## config.mk

```make
export PLATFORM = sky130hd
export DESIGN_NAME = pv_underflow_scaler
export DESIGN_NICKNAME = d
export VERILOG_FILES = /design/src/rtl/pvs_pkg.sv /design/src/rtl/pvs_count.sv /design/src/rtl/pvs_exp_adjust.sv /design/src/rtl/pvs_pingpong.sv /design/src/rtl/pv_underflow_scaler.sv
export SDC_FILE = /design/constraint.sdc
export NUM_CORES = 2
export LEC_CHECK = 0
export CORE_UTILIZATION = 45
export CTS_CLUSTER_SIZE = 40
export DETAILED_ROUTE_END_ITERATION = 8
export GPL_TIMING_DRIVEN = 0
export PLACE_DENSITY = 0.62
export SLEW_MARGIN = 20
export SYNTH_ARGS = -nofsm -noshare
export SYNTH_HDL_FRONTEND = slang
export SYNTH_SLANG_ARGS = --single-unit
```

## constraint.sdc

```tcl
create_clock -name clk -period 9.4 [get_ports clk]
set_input_delay 1.88 -clock clk [delete_from_list [all_inputs] [get_ports clk]]
set_output_delay 1.88 -clock clk [all_outputs]
set_load 0.05 [all_outputs]
```

## src/rtl/pvs_pkg.sv

```systemverilog
package pvs_pkg;
   localparam int DBL_W = 64;
   localparam int EXP_W = 11;
   localparam int MAN_W = 52;
   localparam int MAG_W = DBL_W - 1;

   typedef logic [DBL_W-1:0] dbl_t;
   typedef logic [MAG_W-1:0] mag_t;
   typedef logic [EXP_W-1:0] exp_t;
endpackage

```

## src/rtl/pvs_count.sv

```systemverilog
module pvs_count
   import pvs_pkg::*;
#(
   parameter int ENTRY_LEN = 16,
   parameter int CNT_W     = $clog2(ENTRY_LEN + 1)
) (
   input  logic             clk,
   input  logic             rst_n,
   input  logic             in_valid,
   input  logic             in_last,
   input  mag_t             in_mag,
   input  mag_t             thresh,
   input  logic [CNT_W-1:0] req_cnt,
   output logic             scale_dec
);
   logic             below;
   logic [CNT_W-1:0] cnt_q;
   logic [CNT_W-1:0] cnt_nx;

   assign below     = in_mag < thresh;
   assign cnt_nx    = cnt_q + {{(CNT_W-1){1'b0}}, below};
   assign scale_dec = cnt_nx >= req_cnt;

   always_ff @(posedge clk) begin
      if (!rst_n) begin
         cnt_q <= '0;
      end else if (in_valid) begin
         cnt_q <= in_last ? '0 : cnt_nx;
      end
   end
endmodule

```

## src/rtl/pvs_exp_adjust.sv

```systemverilog
module pvs_exp_adjust
   import pvs_pkg::*;
#(
   parameter int EXP_INC = 256
) (
   input  dbl_t din,
   output dbl_t dout
);
   localparam exp_t INC = exp_t'(EXP_INC);

   generate
      if (EXP_INC == 0) begin : g_pass
         assign dout = din;
      end else begin : g_add
         exp_t e_in;
         assign e_in = din[MAN_W +: EXP_W];
         assign dout = (e_in == '0) ? din
                     : {din[DBL_W-1], exp_t'(e_in + INC), din[MAN_W-1:0]};
      end
   endgenerate
endmodule

```

## src/rtl/pvs_pingpong.sv

```systemverilog
module pvs_pingpong
   import pvs_pkg::*;
#(
   parameter int ENTRY_LEN = 16,
   parameter int IDX_W     = (ENTRY_LEN > 1) ? $clog2(ENTRY_LEN) : 1
) (
   input  logic clk,
   input  logic rst_n,
   input  logic wr_en,
   input  dbl_t wr_data,
   input  logic wr_last,
   input  logic wr_scale,
   output logic rd_valid,
   output dbl_t rd_data,
   output logic rd_last,
   output logic rd_scale
);
   localparam int NBUF = 2;
   localparam logic [IDX_W-1:0] LAST_IDX = IDX_W'(ENTRY_LEN - 1);

   dbl_t             mem [NBUF][ENTRY_LEN];
   logic [NBUF-1:0]  full_q;
   logic [NBUF-1:0]  scl_q;
   logic             wr_sel;
   logic             rd_sel;
   logic [IDX_W-1:0] wr_idx;
   logic [IDX_W-1:0] rd_idx;

   assign rd_valid = full_q[rd_sel];
   assign rd_data  = mem[rd_sel][rd_idx];
   assign rd_last  = rd_idx == LAST_IDX;
   assign rd_scale = scl_q[rd_sel];

   always_ff @(posedge clk) begin
      if (!rst_n) begin
         for (int b = 0; b < NBUF; b++) begin
            for (int i = 0; i < ENTRY_LEN; i++) begin
               mem[b][i] <= '0;
            end
         end
         full_q <= '0;
         scl_q  <= '0;
         wr_sel <= 1'b0;
         rd_sel <= 1'b0;
         wr_idx <= '0;
         rd_idx <= '0;
      end else begin
         if (rd_valid) begin
            if (rd_last) begin
               rd_idx         <= '0;
               full_q[rd_sel] <= 1'b0;
               rd_sel         <= ~rd_sel;
            end else begin
               rd_idx <= rd_idx + 1'b1;
            end
         end
         if (wr_en) begin
            mem[wr_sel][wr_idx] <= wr_data;
            if (wr_last) begin
               wr_idx         <= '0;
               full_q[wr_sel] <= 1'b1;
               scl_q[wr_sel]  <= wr_scale;
               wr_sel         <= ~wr_sel;
            end else begin
               wr_idx <= wr_idx + 1'b1;
            end
         end
      end
   end
endmodule

```

## src/rtl/pv_underflow_scaler.sv

```systemverilog
module pv_underflow_scaler
   import pvs_pkg::*;
#(
   parameter int ENTRY_LEN = 16,
   parameter int EXP_INC   = 256,
   parameter int CNT_W     = $clog2(ENTRY_LEN + 1)
) (
   input  logic             clk,
   input  logic             rst_n,
   input  logic             in_valid,
   input  logic [63:0]      in_data,
   input  logic             in_last,
   input  logic [62:0]      thresh,
   input  logic [CNT_W-1:0] req_cnt,
   output logic             out_valid,
   output logic [63:0]      out_data,
   output logic             out_last,
   output logic             out_scaled
);
   generate
      if (ENTRY_LEN < 2) begin : g_bad_len
         $error("ENTRY_LEN must be at least 2");
      end
      if (EXP_INC < 0 || EXP_INC >= (1 << EXP_W)) begin : g_bad_inc
         $error("EXP_INC must fit the exponent field");
      end
   endgenerate

   logic scale_dec;
   logic rd_valid;
   logic rd_last;
   logic rd_scale;
   dbl_t rd_data;
   dbl_t adj_data;

   pvs_count #(.ENTRY_LEN(ENTRY_LEN), .CNT_W(CNT_W)) u_count (
      .clk       (clk),
      .rst_n     (rst_n),
      .in_valid  (in_valid),
      .in_last   (in_last),
      .in_mag    (in_data[MAG_W-1:0]),
      .thresh    (thresh),
      .req_cnt   (req_cnt),
      .scale_dec (scale_dec)
   );

   pvs_pingpong #(.ENTRY_LEN(ENTRY_LEN)) u_buf (
      .clk      (clk),
      .rst_n    (rst_n),
      .wr_en    (in_valid),
      .wr_data  (in_data),
      .wr_last  (in_last),
      .wr_scale (scale_dec),
      .rd_valid (rd_valid),
      .rd_data  (rd_data),
      .rd_last  (rd_last),
      .rd_scale (rd_scale)
   );

   pvs_exp_adjust #(.EXP_INC(EXP_INC)) u_adj (
      .din  (rd_data),
      .dout (adj_data)
   );

   always_ff @(posedge clk) begin
      if (!rst_n) begin
         out_valid  <= 1'b0;
         out_data   <= '0;
         out_last   <= 1'b0;
         out_scaled <= 1'b0;
      end else begin
         out_valid  <= rd_valid;
         out_data   <= rd_valid ? (rd_scale ? adj_data : rd_data) : '0;
         out_last   <= rd_valid && rd_last;
         out_scaled <= rd_valid && rd_last && rd_scale;
      end
   end
endmodule

```

==> qor.yml <==
boundaryPins: 203
max-cap-violations: 0
hold_path_class: "reg -> reg"
drtIter0Drc: 6654
run_status: "finished, final reports clean"
worst_setup_path_start_kind: "primary input"
worst_slew_pin_slew_ps: 1310
synth_top_area_share_pct: 68.3
dieArea_um2: 202000
floorplan.die.width_um: 449
synth-edff-count: 2048
gp_congestion: 0.799
cts.path.max_buffers: 3
placedCellCount: 7866
synth_cell_types: 59
crit_path_class: "in -> reg"
drt-total-wl_um: 284000
std_cell_rows: 163
grt_setup_unrepaired: "no"
numClockSinks: 2135
relative_contribution_of_the_clock_network_to_total_power_pct: 40.5
overflow: 0
synth_top_cells_by_area: "sky130_fd_sc_hd__edfxtp_1 (68%), sky130_fd_sc_hd__mux4_2 (15%), sky130_fd_sc_hd__and2_1 (8.0%)"
start_util_pct: 45.5
clk-insertion-delay-late_ps: 870
critPathRequiredTime_ps: 10160
postSynth.topFlopCell: "sky130_fd_sc_hd__edfxtp_1"
power.switching_fraction_pct: 22.9
avgSynthCellArea_um2: 18.4
final_hold_viol_count: 0
clock.fmax_mhz: 160
synth.cell_area_um2: 90100
grt_overall_usage_pct: 28.2
dominant_cell_by_count_in_the_synthesized_netlist: "sky130_fd_sc_hd__edfxtp_1"
portBuffers: 200
vdd.ir_drop.worst_mv: 0.212
stdcell_count: 8306
antenna_found_initial: 23
endpoint_kind: "flop"
tritoncts_clock_tree: "yes"
drt-wirelength-per-cell_um: 34.2
total_leakage_power_nw: 37.2
post_synth_most_frequent_cells: "sky130_fd_sc_hd__edfxtp_1 (2048), sky130_fd_sc_hd__and2_1 (1156), sky130_fd_sc_hd__mux4_2 (597)"
setup_violations: 0
place.detailed.hpwl_um: 187000
post_cts.repair.setup_buffers: 0
syn_nets: 5118
synthesis.instances: 4906
detail_route.vias_per_cell: 6.02
critical_path_arrival_ps: 7000
cts_stage_hold_buffer_count: 0
powerDensity_nw_per_um2: 198
number_of_fill_cells: 15359
sequentialPowerShare_pct: 52.5
post_dp_cell_area_um2: 98800
final_area_um2: 106000
finalWorstPathRequiredPeriod_ps: 6240
final_net_count: 5659
detailedRoute.firstPassIterationCount: 5
postSynth.asyncResetShare_pct: 0
seqCellArea_um2: 63200
timing.critical_path.fanout_max: 10
grt_start_max_net_pins: 35
skew_ps: 29.0
yosysSeqAreaShare_pct: 70.2
detailroute.via_count: 50004
cts_root_buffer: "sky130_fd_sc_hd__clkbuf_16"
p_r_area_growth_vs_syn_pct: 17.5
power.switching_w: 0.00479
clk_transition_reported_paths_ps: 50
post_cts_resized: 0
drive_above_1_share_pct: 21.1
cts_max_level: 4
period_share_pct: 66.4
yosys_warning_count: 0
combined_area_of_the_multi_input_logic_cells_um2: 25400
cts_buffers: 219
die_height_um: 449
synth.ff_latch_count: 2135
synth_top_cell_by_area: "sky130_fd_sc_hd__edfxtp_1"
power_frac_comb_pct: 7.1
vias_in_the_first_global_route: 51024
grt_first_pass_wirelength_um: 395000
worst_slew_margin_rel_pct: 12.4
maxSlewViolCount: 0
internal_power_w: 0.0162
drt.antenna.violating_nets: 0
detail_route.drc_violations: 0
coreArea_um2: 198000
==> stage by stage <==
step	util, %	setup slack (ps)	setup TNS [ps]	total power, W	hold slack [ps]
3_5_place_dp	49.9	2280	0	0.0127	466
5_1_grt	53.4	2950	0	0.0214	525
2_1_floorplan	-	1820	0	0.0119	443
3_3_place_gp	48.2	-7250	-4684670	0.0126	458
6_report	53.4	3160	0	0.0209	475
4_1_cts	53.4	3200	0	0.0210	474
==> flip-flops by register name (all words and copies together), names as in the netlist, named ones only <==
name and cells:
u_buf.wr_sel 1, u_buf.scl_q 2, u_count.cnt_q 5, u_buf.wr_idx 4, u_buf.mem 2048, out_last 1
u_buf.rd_idx 4, out_data 64, out_scaled 1, out_valid 1, u_buf.rd_sel 1, u_buf.full_q 2
==> path summary, 6_finish.rpt <==
| check | from | to | slack [ps] | depth (start not counted) |
|---|---|---|---|---|
| worst min register to register | u_buf.full_q[1] | u_buf.full_q[1] | 480 | 2 |
| worst min-delay path | u_buf.full_q[1] | u_buf.full_q[1] | 480 | 2 |
| worst max register to register | u_buf.rd_idx[0] | out_data[61] | 4290 | 12 |
| worst max-delay path | in_data[24] | u_buf.scl_q[0] | 3160 | 21 |
==> worst max-delay path, cell delays in order <==
cell,delay (ps)
sky130_fd_sc_hd__clkdlybuf4s50_1,610
sky130_fd_sc_hd__ha_1,420
sky130_fd_sc_hd__a21o_1,160
sky130_fd_sc_hd__a21o_1,170
sky130_fd_sc_hd__a21oi_1,280
sky130_fd_sc_hd__o21ai_1,300
sky130_fd_sc_hd__a221oi_2,550
sky130_fd_sc_hd__buf_4,280
sky130_fd_sc_hd__nand2b_1,120
sky130_fd_sc_hd__a211oi_4,210
sky130_fd_sc_hd__buf_8,220
sky130_fd_sc_hd__o31a_1,160
sky130_fd_sc_hd__ha_1,160
sky130_fd_sc_hd__ha_1,250
sky130_fd_sc_hd__ha_1,280
sky130_fd_sc_hd__a21o_1,160
sky130_fd_sc_hd__a21oi_1,140
sky130_fd_sc_hd__nor2b_1,50
sky130_fd_sc_hd__o21ai_0,130
sky130_fd_sc_hd__nand2b_1,190
sky130_fd_sc_hd__o211a_1,260
==> cells in the final DEF, fill, tap and decap left out, types with 31 or more instances in the layout <==
master,n
sky130_fd_sc_hd__and2_1,1156
sky130_fd_sc_hd__buf_16,94
sky130_fd_sc_hd__buf_2,62
sky130_fd_sc_hd__clkbuf_1,291
sky130_fd_sc_hd__clkbuf_16,221
sky130_fd_sc_hd__clkdlybuf4s50_1,200
sky130_fd_sc_hd__clkinv_1,50
sky130_fd_sc_hd__clkinv_2,31
sky130_fd_sc_hd__dfxtp_1,87
sky130_fd_sc_hd__edfxtp_1,2048
sky130_fd_sc_hd__ha_1,76
sky130_fd_sc_hd__inv_1,72
sky130_fd_sc_hd__mux2i_1,86
sky130_fd_sc_hd__mux4_2,597
sky130_fd_sc_hd__nand2_1,43
sky130_fd_sc_hd__nor2_1,75
==> layout make-up <==
class	instances	area share, %
timing repair buffer	320	4.77
clock inverter	113	0.859
sequential	2135	59.8
antenna	29	0.0686
inverter	73	0.259
tap	2640	3.12
multi-input combinational	2344	24.0
clock buffer	298	5.69
buffer	354	1.45
==> cells by family (layout without fill, tap and decap cells) <==
family / Yosys count / in the layout / share of synthesized area (%)
DFF: 2135 / 2135 / 70.2
xor gates and xnor gates: 6 / 6 / 0.0583
other: 0 / 29 / 0
buffers and inverters: 427 / 1158 / 1.97
muxes: 702 / 702 / 16.2
AOI/OAI and AO/OA: 156 / 156 / 1.21
adders and majority gates: 76 / 76 / 1.06
and+or+nand+nor: 1404 / 1404 / 9.33
==> metal layers <==
| metal | part of all wire [%] | track usage, % | wire, um | up-vias |
|---|---|---|---|---|
| met5 | 0.028 | 0 | 80 | - |
| met4 | 4.0 | 11.0 | 11300 | 10 |
| met3 | 10 | 6.90 | 29100 | 531 |
| met2 | 47 | 43.8 | 134000 | 2900 |
| met1 | 39 | 38.2 | 110000 | 26417 |
| li1 | - | - | - | 20146 |
==> power by group through the flow <==
stage | Combinational (W) | Sequential [W] | Clock (W)
2_1_floorplan | 0.000661 | 0.0112 | 0
3_3_place_gp | 0.00130 | 0.0113 | 0
3_5_place_dp | 0.00147 | 0.0112 | 0
4_1_cts | 0.00148 | 0.0110 | 0.00854
5_1_grt | 0.00153 | 0.0110 | 0.00886
6_report | 0.00148 | 0.0110 | 0.00848
No activity file was read; power rests on OpenSTA's default activity.
